===== config.mk =====
export PLATFORM = sky130hd
export DESIGN_NAME = eewire_master
export DESIGN_NICKNAME = d
export VERILOG_FILES = /design/src/rtl/eewire_pkg.sv /design/src/rtl/ee_pacer.sv /design/src/rtl/ee_frame_shifter.sv /design/src/rtl/ee_rx_capture.sv /design/src/rtl/eewire_master.sv
export SDC_FILE = /design/constraint.sdc
export NUM_CORES = 1
export LEC_CHECK = 0
export CORE_AREA = 2 2 83 85
export DETAILED_ROUTE_END_ITERATION = 8
export DIE_AREA = 0 0 85 87
export GPL_TIMING_DRIVEN = 1
export PLACE_DENSITY = 0.71
export SYNTH_ARGS = -nofsm -noshare
export SYNTH_HDL_FRONTEND = slang
export SYNTH_SLANG_ARGS = --single-unit
export TNS_END_PERCENT = 1

===== constraint.sdc =====
create_clock -name clk -period 2.2 [get_ports clk]
set_clock_uncertainty 0.05 [all_clocks]
set_input_delay 0.55 -clock clk [delete_from_list [all_inputs] [get_ports clk]]
set_output_delay 0.55 -clock clk [all_outputs]
set_load 0.005 [all_outputs]

===== src/rtl/eewire_pkg.sv =====
package eewire_pkg;
  parameter int unsigned EE_ADDR_W = 6;
  parameter int unsigned EE_DATA_W = 16;
  localparam int unsigned EE_CMD_W   = 3 + EE_ADDR_W;
  localparam int unsigned EE_FRAME_W = 1 + EE_CMD_W + EE_DATA_W + 1;
  localparam int unsigned EE_IDX_W   = $clog2(EE_FRAME_W);

  localparam logic [EE_IDX_W-1:0] EE_RX_LO = EE_IDX_W'(1);
  localparam logic [EE_IDX_W-1:0] EE_RX_HI = EE_IDX_W'(EE_DATA_W);

  typedef enum logic [1:0] {
    OP_NONE  = 2'b00,
    OP_WRITE = 2'b01,
    OP_READ  = 2'b10,
    OP_ERASE = 2'b11
  } ee_op_e;

  typedef enum logic [2:0] {
    ST_IDLE, ST_CSUP, ST_HIGH, ST_LOW, ST_TAIL, ST_GAP, ST_POLL
  } ee_state_e;

  // Pad bit, start bit, opcode, address, payload, pad bit.
  function automatic logic [EE_FRAME_W-1:0] ee_build_frame(
    input ee_op_e                 o,
    input logic [EE_ADDR_W-1:0]   a,
    input logic [EE_DATA_W-1:0]   d
  );
    logic [EE_DATA_W-1:0] payload;
    payload = (o == OP_WRITE) ? d : '0;
    return {1'b0, 1'b1, o, a, payload, 1'b0};
  endfunction

  // True when the frame bit being clocked lies in the returned-data field.
  function automatic logic ee_in_rx_window(input logic [EE_IDX_W-1:0] idx);
    return (idx >= EE_RX_LO) && (idx <= EE_RX_HI);
  endfunction
endpackage


===== src/rtl/ee_pacer.sv =====
module ee_pacer #(
  parameter int unsigned DELAY = 40
) (
  input  logic clk,
  input  logic rst_n,
  input  logic restart,
  output logic expire
);
  localparam int unsigned CW = $clog2(DELAY + 1);
  localparam logic [CW-1:0] RELOAD = CW'(DELAY - 1);

  logic [CW-1:0] cnt_q;

  always_ff @(posedge clk) begin
    if (!rst_n)              cnt_q <= '0;
    else if (restart)        cnt_q <= RELOAD;
    else if (cnt_q != '0)    cnt_q <= cnt_q - 1'b1;
  end

  assign expire = (cnt_q == '0);
endmodule


===== src/rtl/ee_frame_shifter.sv =====
module ee_frame_shifter
  import eewire_pkg::*;
(
  input  logic                  clk,
  input  logic                  rst_n,
  input  logic                  load,
  input  logic [EE_FRAME_W-1:0] frame_in,
  input  logic                  shift,
  output logic                  bit_out,
  output logic [EE_IDX_W-1:0]   bit_idx,
  output logic                  last_bit
);
  localparam logic [EE_IDX_W-1:0] TOP_IDX = EE_IDX_W'(EE_FRAME_W - 1);

  logic [EE_FRAME_W-1:0] frame_q;
  logic [EE_IDX_W-1:0]   idx_q;

  always_ff @(posedge clk) begin
    if (!rst_n) begin
      frame_q <= '0;
      idx_q   <= '0;
    end else if (load) begin
      frame_q <= frame_in;
      idx_q   <= TOP_IDX;
    end else if (shift) begin
      frame_q <= {frame_q[EE_FRAME_W-2:0], 1'b0};
      if (idx_q != '0) idx_q <= idx_q - 1'b1;
    end
  end

  assign bit_out  = frame_q[EE_FRAME_W-1];
  assign bit_idx  = idx_q;
  assign last_bit = (idx_q == '0);
endmodule


===== src/rtl/ee_rx_capture.sv =====
module ee_rx_capture
  import eewire_pkg::*;
(
  input  logic                 clk,
  input  logic                 rst_n,
  input  logic                 clear,
  input  logic                 sample,
  input  logic                 din,
  output logic [EE_DATA_W-1:0] word
);
  logic [EE_DATA_W-1:0] word_q;

  always_ff @(posedge clk) begin
    if (!rst_n)       word_q <= '0;
    else if (clear)   word_q <= '0;
    else if (sample)  word_q <= {word_q[EE_DATA_W-2:0], din};
  end

  assign word = word_q;
endmodule


===== src/rtl/eewire_master.sv =====
module eewire_master
  import eewire_pkg::*;
#(
  parameter int unsigned DELAY = 40
) (
  input  logic                 clk,
  input  logic                 rst_n,
  input  logic                 req,
  input  logic [1:0]           op,
  input  logic [EE_ADDR_W-1:0] addr,
  input  logic [EE_DATA_W-1:0] wdata,
  output logic                 busy,
  output logic                 done,
  output logic [EE_DATA_W-1:0] rdata,
  output logic                 ee_cs,
  output logic                 ee_sck,
  output logic                 ee_di,
  input  logic                 ee_do
);
  ee_state_e state_q, state_d;
  ee_op_e    op_q;
  logic      cs_q, cs_d, sck_q, sck_d, done_q, done_d;

  // Named events, also observed by the checker.
  logic accept_ev;
  logic sample_ev;
  logic rise_ev;
  logic shift_ev;
  logic pace_restart;
  logic pace_expire;

  logic                 frame_bit;
  logic [EE_IDX_W-1:0]  bit_idx;
  logic                 last_bit;

  assign accept_ev = (state_q == ST_IDLE) && req && (op != OP_NONE);
  assign sample_ev = rise_ev && (op_q == OP_READ) && ee_in_rx_window(bit_idx);

  ee_pacer #(.DELAY(DELAY)) u_pacer (
    .clk     (clk),
    .rst_n   (rst_n),
    .restart (pace_restart),
    .expire  (pace_expire)
  );

  ee_frame_shifter u_shift (
    .clk      (clk),
    .rst_n    (rst_n),
    .load     (accept_ev),
    .frame_in (ee_build_frame(ee_op_e'(op), addr, wdata)),
    .shift    (shift_ev),
    .bit_out  (frame_bit),
    .bit_idx  (bit_idx),
    .last_bit (last_bit)
  );

  ee_rx_capture u_rx (
    .clk    (clk),
    .rst_n  (rst_n),
    .clear  (accept_ev),
    .sample (sample_ev),
    .din    (ee_do),
    .word   (rdata)
  );

  always_comb begin
    state_d      = state_q;
    cs_d         = cs_q;
    sck_d        = sck_q;
    done_d       = 1'b0;
    pace_restart = 1'b0;
    rise_ev      = 1'b0;
    shift_ev     = 1'b0;
    unique case (state_q)
      ST_IDLE: begin
        if (accept_ev) begin
          state_d      = ST_CSUP;
          cs_d         = 1'b1;
          sck_d        = 1'b0;
          pace_restart = 1'b1;
        end
      end
      ST_CSUP, ST_LOW: begin
        if (pace_expire) begin
          state_d      = ST_HIGH;
          sck_d        = 1'b1;
          pace_restart = 1'b1;
          rise_ev      = 1'b1;
        end
      end
      ST_HIGH: begin
        if (pace_expire) begin
          state_d      = last_bit ? ST_TAIL : ST_LOW;
          sck_d        = 1'b0;
          pace_restart = 1'b1;
          shift_ev     = 1'b1;
        end
      end
      ST_TAIL: begin
        if (pace_expire) begin
          cs_d         = 1'b0;
          pace_restart = 1'b1;
          if (op_q == OP_READ) begin
            state_d = ST_IDLE;
            done_d  = 1'b1;
          end else begin
            state_d = ST_GAP;
          end
        end
      end
      ST_GAP: begin
        if (pace_expire) begin
          state_d = ST_POLL;
          cs_d    = 1'b1;
        end
      end
      ST_POLL: begin
        if (ee_do) begin
          state_d = ST_IDLE;
          cs_d    = 1'b0;
          done_d  = 1'b1;
        end
      end
      default: state_d = ST_IDLE;
    endcase
  end

  always_ff @(posedge clk) begin
    if (!rst_n) begin
      state_q <= ST_IDLE;
      op_q    <= OP_NONE;
      cs_q    <= 1'b0;
      sck_q   <= 1'b0;
      done_q  <= 1'b0;
    end else begin
      state_q <= state_d;
      cs_q    <= cs_d;
      sck_q   <= sck_d;
      done_q  <= done_d;
      if (accept_ev) op_q <= ee_op_e'(op);
    end
  end

  assign busy   = (state_q != ST_IDLE);
  assign done   = done_q;
  assign ee_cs  = cs_q;
  assign ee_sck = sck_q;
  assign ee_di  = frame_bit;
endmodule


==> key figures, run 1 <==
Worst setup path
  • CP max-delay cell: dfxtp_1
  • CP Cell Sequence: nor3_4 -> inv_1 -> clkdlybuf4s50_1
  • Worst Path Required: 1.60 ns
  • Critical Path AT: 1.50 ns
  • Largest fanout on the critical path: 8
  • Crit start category: register
  • WS Path Type: register to output port
  • CP max stage delay: 0.51 ns
  • Worst setup EP type: output port

Drt
  • DR DRC count: 0
  • Vias: 2572
  • First-pass DRT Iterations: 5
  • WL/cell: 13.8 microns
  • Routed WL: 6490 microns
  • Vias per cell: 5.46
  • Final ANT Viol Nets: 0
  • First DRT Iteration DRCs: 186

GRT
  • All-layer global routing usage: 18.6%
  • Largest net degree at the start of global routing: 23
  • GRT Residual Overflow: 0
  • Initial antenna violation count: 0
  • Vias in the first global route: 2426
  • First-pass GRT wire length: 11100 microns

Hold path
  • Hold Crit Class: register to register

Power
  • Worst vdd ir: 0.617 mV
  • Cell Pwr Density: 995 nW/um^2
  • Static Leak: 1.42 nW

Clock network
  • Inserted Clock Buffers: 9
  • H-tree depth: 3
  • Clock Latency Late Sink: 0.34 ns
  • Clk sinks: 61
  • Clock-pin slew on the worst setup and hold paths: 0.07 ns
  • CTS tree: done
  • Clk root buf: clkbuf_8
  • Max Buffers Root-to-Sink: 2

Status
  • Status: finished clean

Synth
  • Synth Cell Area: 2830 sq um
  • Ys flop type: dfxtp_1
  • Post-Synth Simple-Gate Area: 19.0%
  • Yosys top cell area share: 43.1%
  • Adder-cell area share of the yosys netlist: 1.33%
  • Top cells by area, synth: dfxtp_1 43%, mux2i_1 8.1%, nand2_1 6.4%
  • Seq/Total Area, Yosys: 43.1%
  • Post-Syn Nets: 352
  • Distinct cells, synth: 46
  • Mux cell area share after synthesis: 8.93%
  • Synthesized flop and latch total: 61
  • Number of flops mapped to enable cells by yosys: 0
  • Main combinational cell family by area after synthesis: compound AO/OA/AOI/OAI gates
  • Ys Warns: 0
  • Gate Count Post-Synth: 321
  • Post-synthesis compound-gate area fraction: 21.7%
  • Post-synthesis xor/xnor area fraction: 1.24%
  • Cell type with the largest total area after synthesis: dfxtp_1
  • Avg Inst Size Synth: 8.82 sq um
  • Synth async-reset ratio: 0%

Timing
  • Pins over their slew limit: 0
  • Tcrit/Tclk final: 95.4%
  • Final Hold Fails: 0
  • Final setup violating endpoints: 0
  • Fmax: 0.476 GHz
  • Minimum clock period: 2.10 ns
  • Tightest Pin Transition: 0.520 ns
  • Hold slack: 0.407 ns
  • Slew headroom: 64.8%
  • RSZ-0062 raised after global routing: false

Finish
  • Final Util: 57.5%
  • Fin nets: 417
  • Ratio of cells with drive above 1 in the final layout: 14.3%
  • Fill cells: 603
  • Finished Layout Cells: 471
  • Diodes inserted: 0
  • Area Overhead vs Synth: 33.5%

Die
  • Starting Density: 43.1%
  • Row cnt: 30
  • Chip width: 85 microns
  • IO Pins: 49
  • CORE AREA: 6570 sq um
  • Die area: 7400 sq um
  • Die height: 87 microns

Placed design
  • Placed Cells: 455
  • Port Buffers: 48
  • DP Wirelength: 4580 microns
  • Final GP Congestion: 0.844

Run
  • Max-cap violations: 0
## registers in the layout, indices dropped and copies added, names as in the netlist
signal / cells
done: 1
ee_sck: 1
u_pacer.cnt_q: 6
u_rx.word: 16
u_shift.bit_idx: 5
state_q: 3
op_q: 2
ee_cs: 1
u_shift.frame_q: 26
## report_power, final
group          internal (mW)  switching [mW]
combinational          0.557           0.654
clock                  0.643           0.461
sequential              1.28           0.167
total                   2.48            1.28
## critical path, delay by kind of cell, from the launching register on
family,cells,cell delay [ns]
buffers and inverters,2,0.57
flip-flops,1,0.51
AND/OR/NAND/NOR,1,0.08
## cell families after synthesis
logic type | Yosys count
adders and majority gates | 3
DFF | 61
AOI/OAI and AO/OA | 95
buffers and inverters | 30
and+or+nand+nor | 103
muxes | 25
xor gates and xnor gates | 4
## Yosys cell counts (2+ instances only)
library cell,count
buf_2,5
inv_1,10
a311oi_1,2
nor4b_1,2
a31oi_1,2
ha_1,3
nand2_1,48
nand3_1,5
nand2b_1,2
a21oi_1,30
nor2_1,15
buf_4,2
o21a_1,4
nor3_1,12
mux2_2,2
and4_1,3
or3_1,3
o311ai_0,2
a211oi_1,8
nor3b_1,2
mux2i_1,23
o21ai_0,22
xnor2_1,3
nor3_4,2
o31ai_1,16
dfxtp_1,61
clkbuf_1,12
nor2b_1,2
## stage by stage
stage | setup TNS, ns | setup slack, ns | power (mW) | instance area, sq um
floorplan | 0 | 0.0981 | 2.27 | 2830
global placement | 0 | 0.0104 | 2.60 | 3540
detailed placement | -0.0706 | -0.0706 | 2.62 | 3540
CTS | 0 | 0.00890 | 3.74 | 3760
global route | 0 | 0.00513 | 4.01 | 3780
finish | 0 | 0.101 | 3.76 | 3780
## per-layer routing
| metal | global-route usage, % | share of wire [%] | vias to the layer above |
|---|---|---|---|
| li1 | - | - | 1305 |
| met1 | 24.8 | 48 | 1188 |
| met2 | 28.7 | 46 | 72 |
| met3 | 4.27 | 4.9 | 7 |
| met4 | 8.66 | 1.5 | 0 |
| met5 | 0 | 0 | - |
## layout by cell type, fill, tap and decap left out, drive strengths merged, types with 3 or more instances in the layout
master | synthesis | routed
xnor2 | 3 | 3
nand3 | 5 | 5
and4 | 3 | 3
o21a | 4 | 4
o21ai | 22 | 22
nand2 | 48 | 48
buf | 8 | 26
mux2i | 23 | 23
clkbuf | 12 | 9
clkinv | 0 | 3
clkdlybuf4s50 | 0 | 48
ha | 3 | 3
inv | 10 | 11
dfxtp | 61 | 61
nor3 | 14 | 14
a21oi | 30 | 30
nor2 | 15 | 15
o31ai | 16 | 16
a211oi | 8 | 8
or3 | 3 | 3
## layout make-up
type                            count  area (sq um)  area share [%]
Tap cell                           80           100            2.65
Sequential cell                    61          1220            32.4
Multi-Input combinational cell    230          1500            39.6
Timing Repair Buffer               74           701            18.5
Clock buffer                        9           124            3.28
Clock inverter                      7          98.8            2.62
Inverter                           10          37.5           0.993
## worst paths after layout
| path | start | to | slack, ns | cells past startpoint |
|---|---|---|---|---|
| max | state_q[2] | busy | 0.10 | 3 |
| min | op_q[1] | op_q[1] | 0.41 | 2 |
| max reg2reg | u_pacer.cnt_q[0] | u_rx.word[14] | 0.21 | 7 |
| min reg2reg | op_q[1] | op_q[1] | 0.41 | 2 |
## what timing repair did
item,4_1_cts,5_1_grt
gates resized for setup,0,5
buffers inserted,0,0
endpoints found under the setup margin,0,3
hold buffers,0,0
Note: power is estimated with default switching activity, not from simulation.
==> run 2: changes to the inputs <==
- SLEW_MARGIN: default -> 20
==> results of run 2 <==
Same layout as run 1: the final DEF is identical, and so are final timing and power.
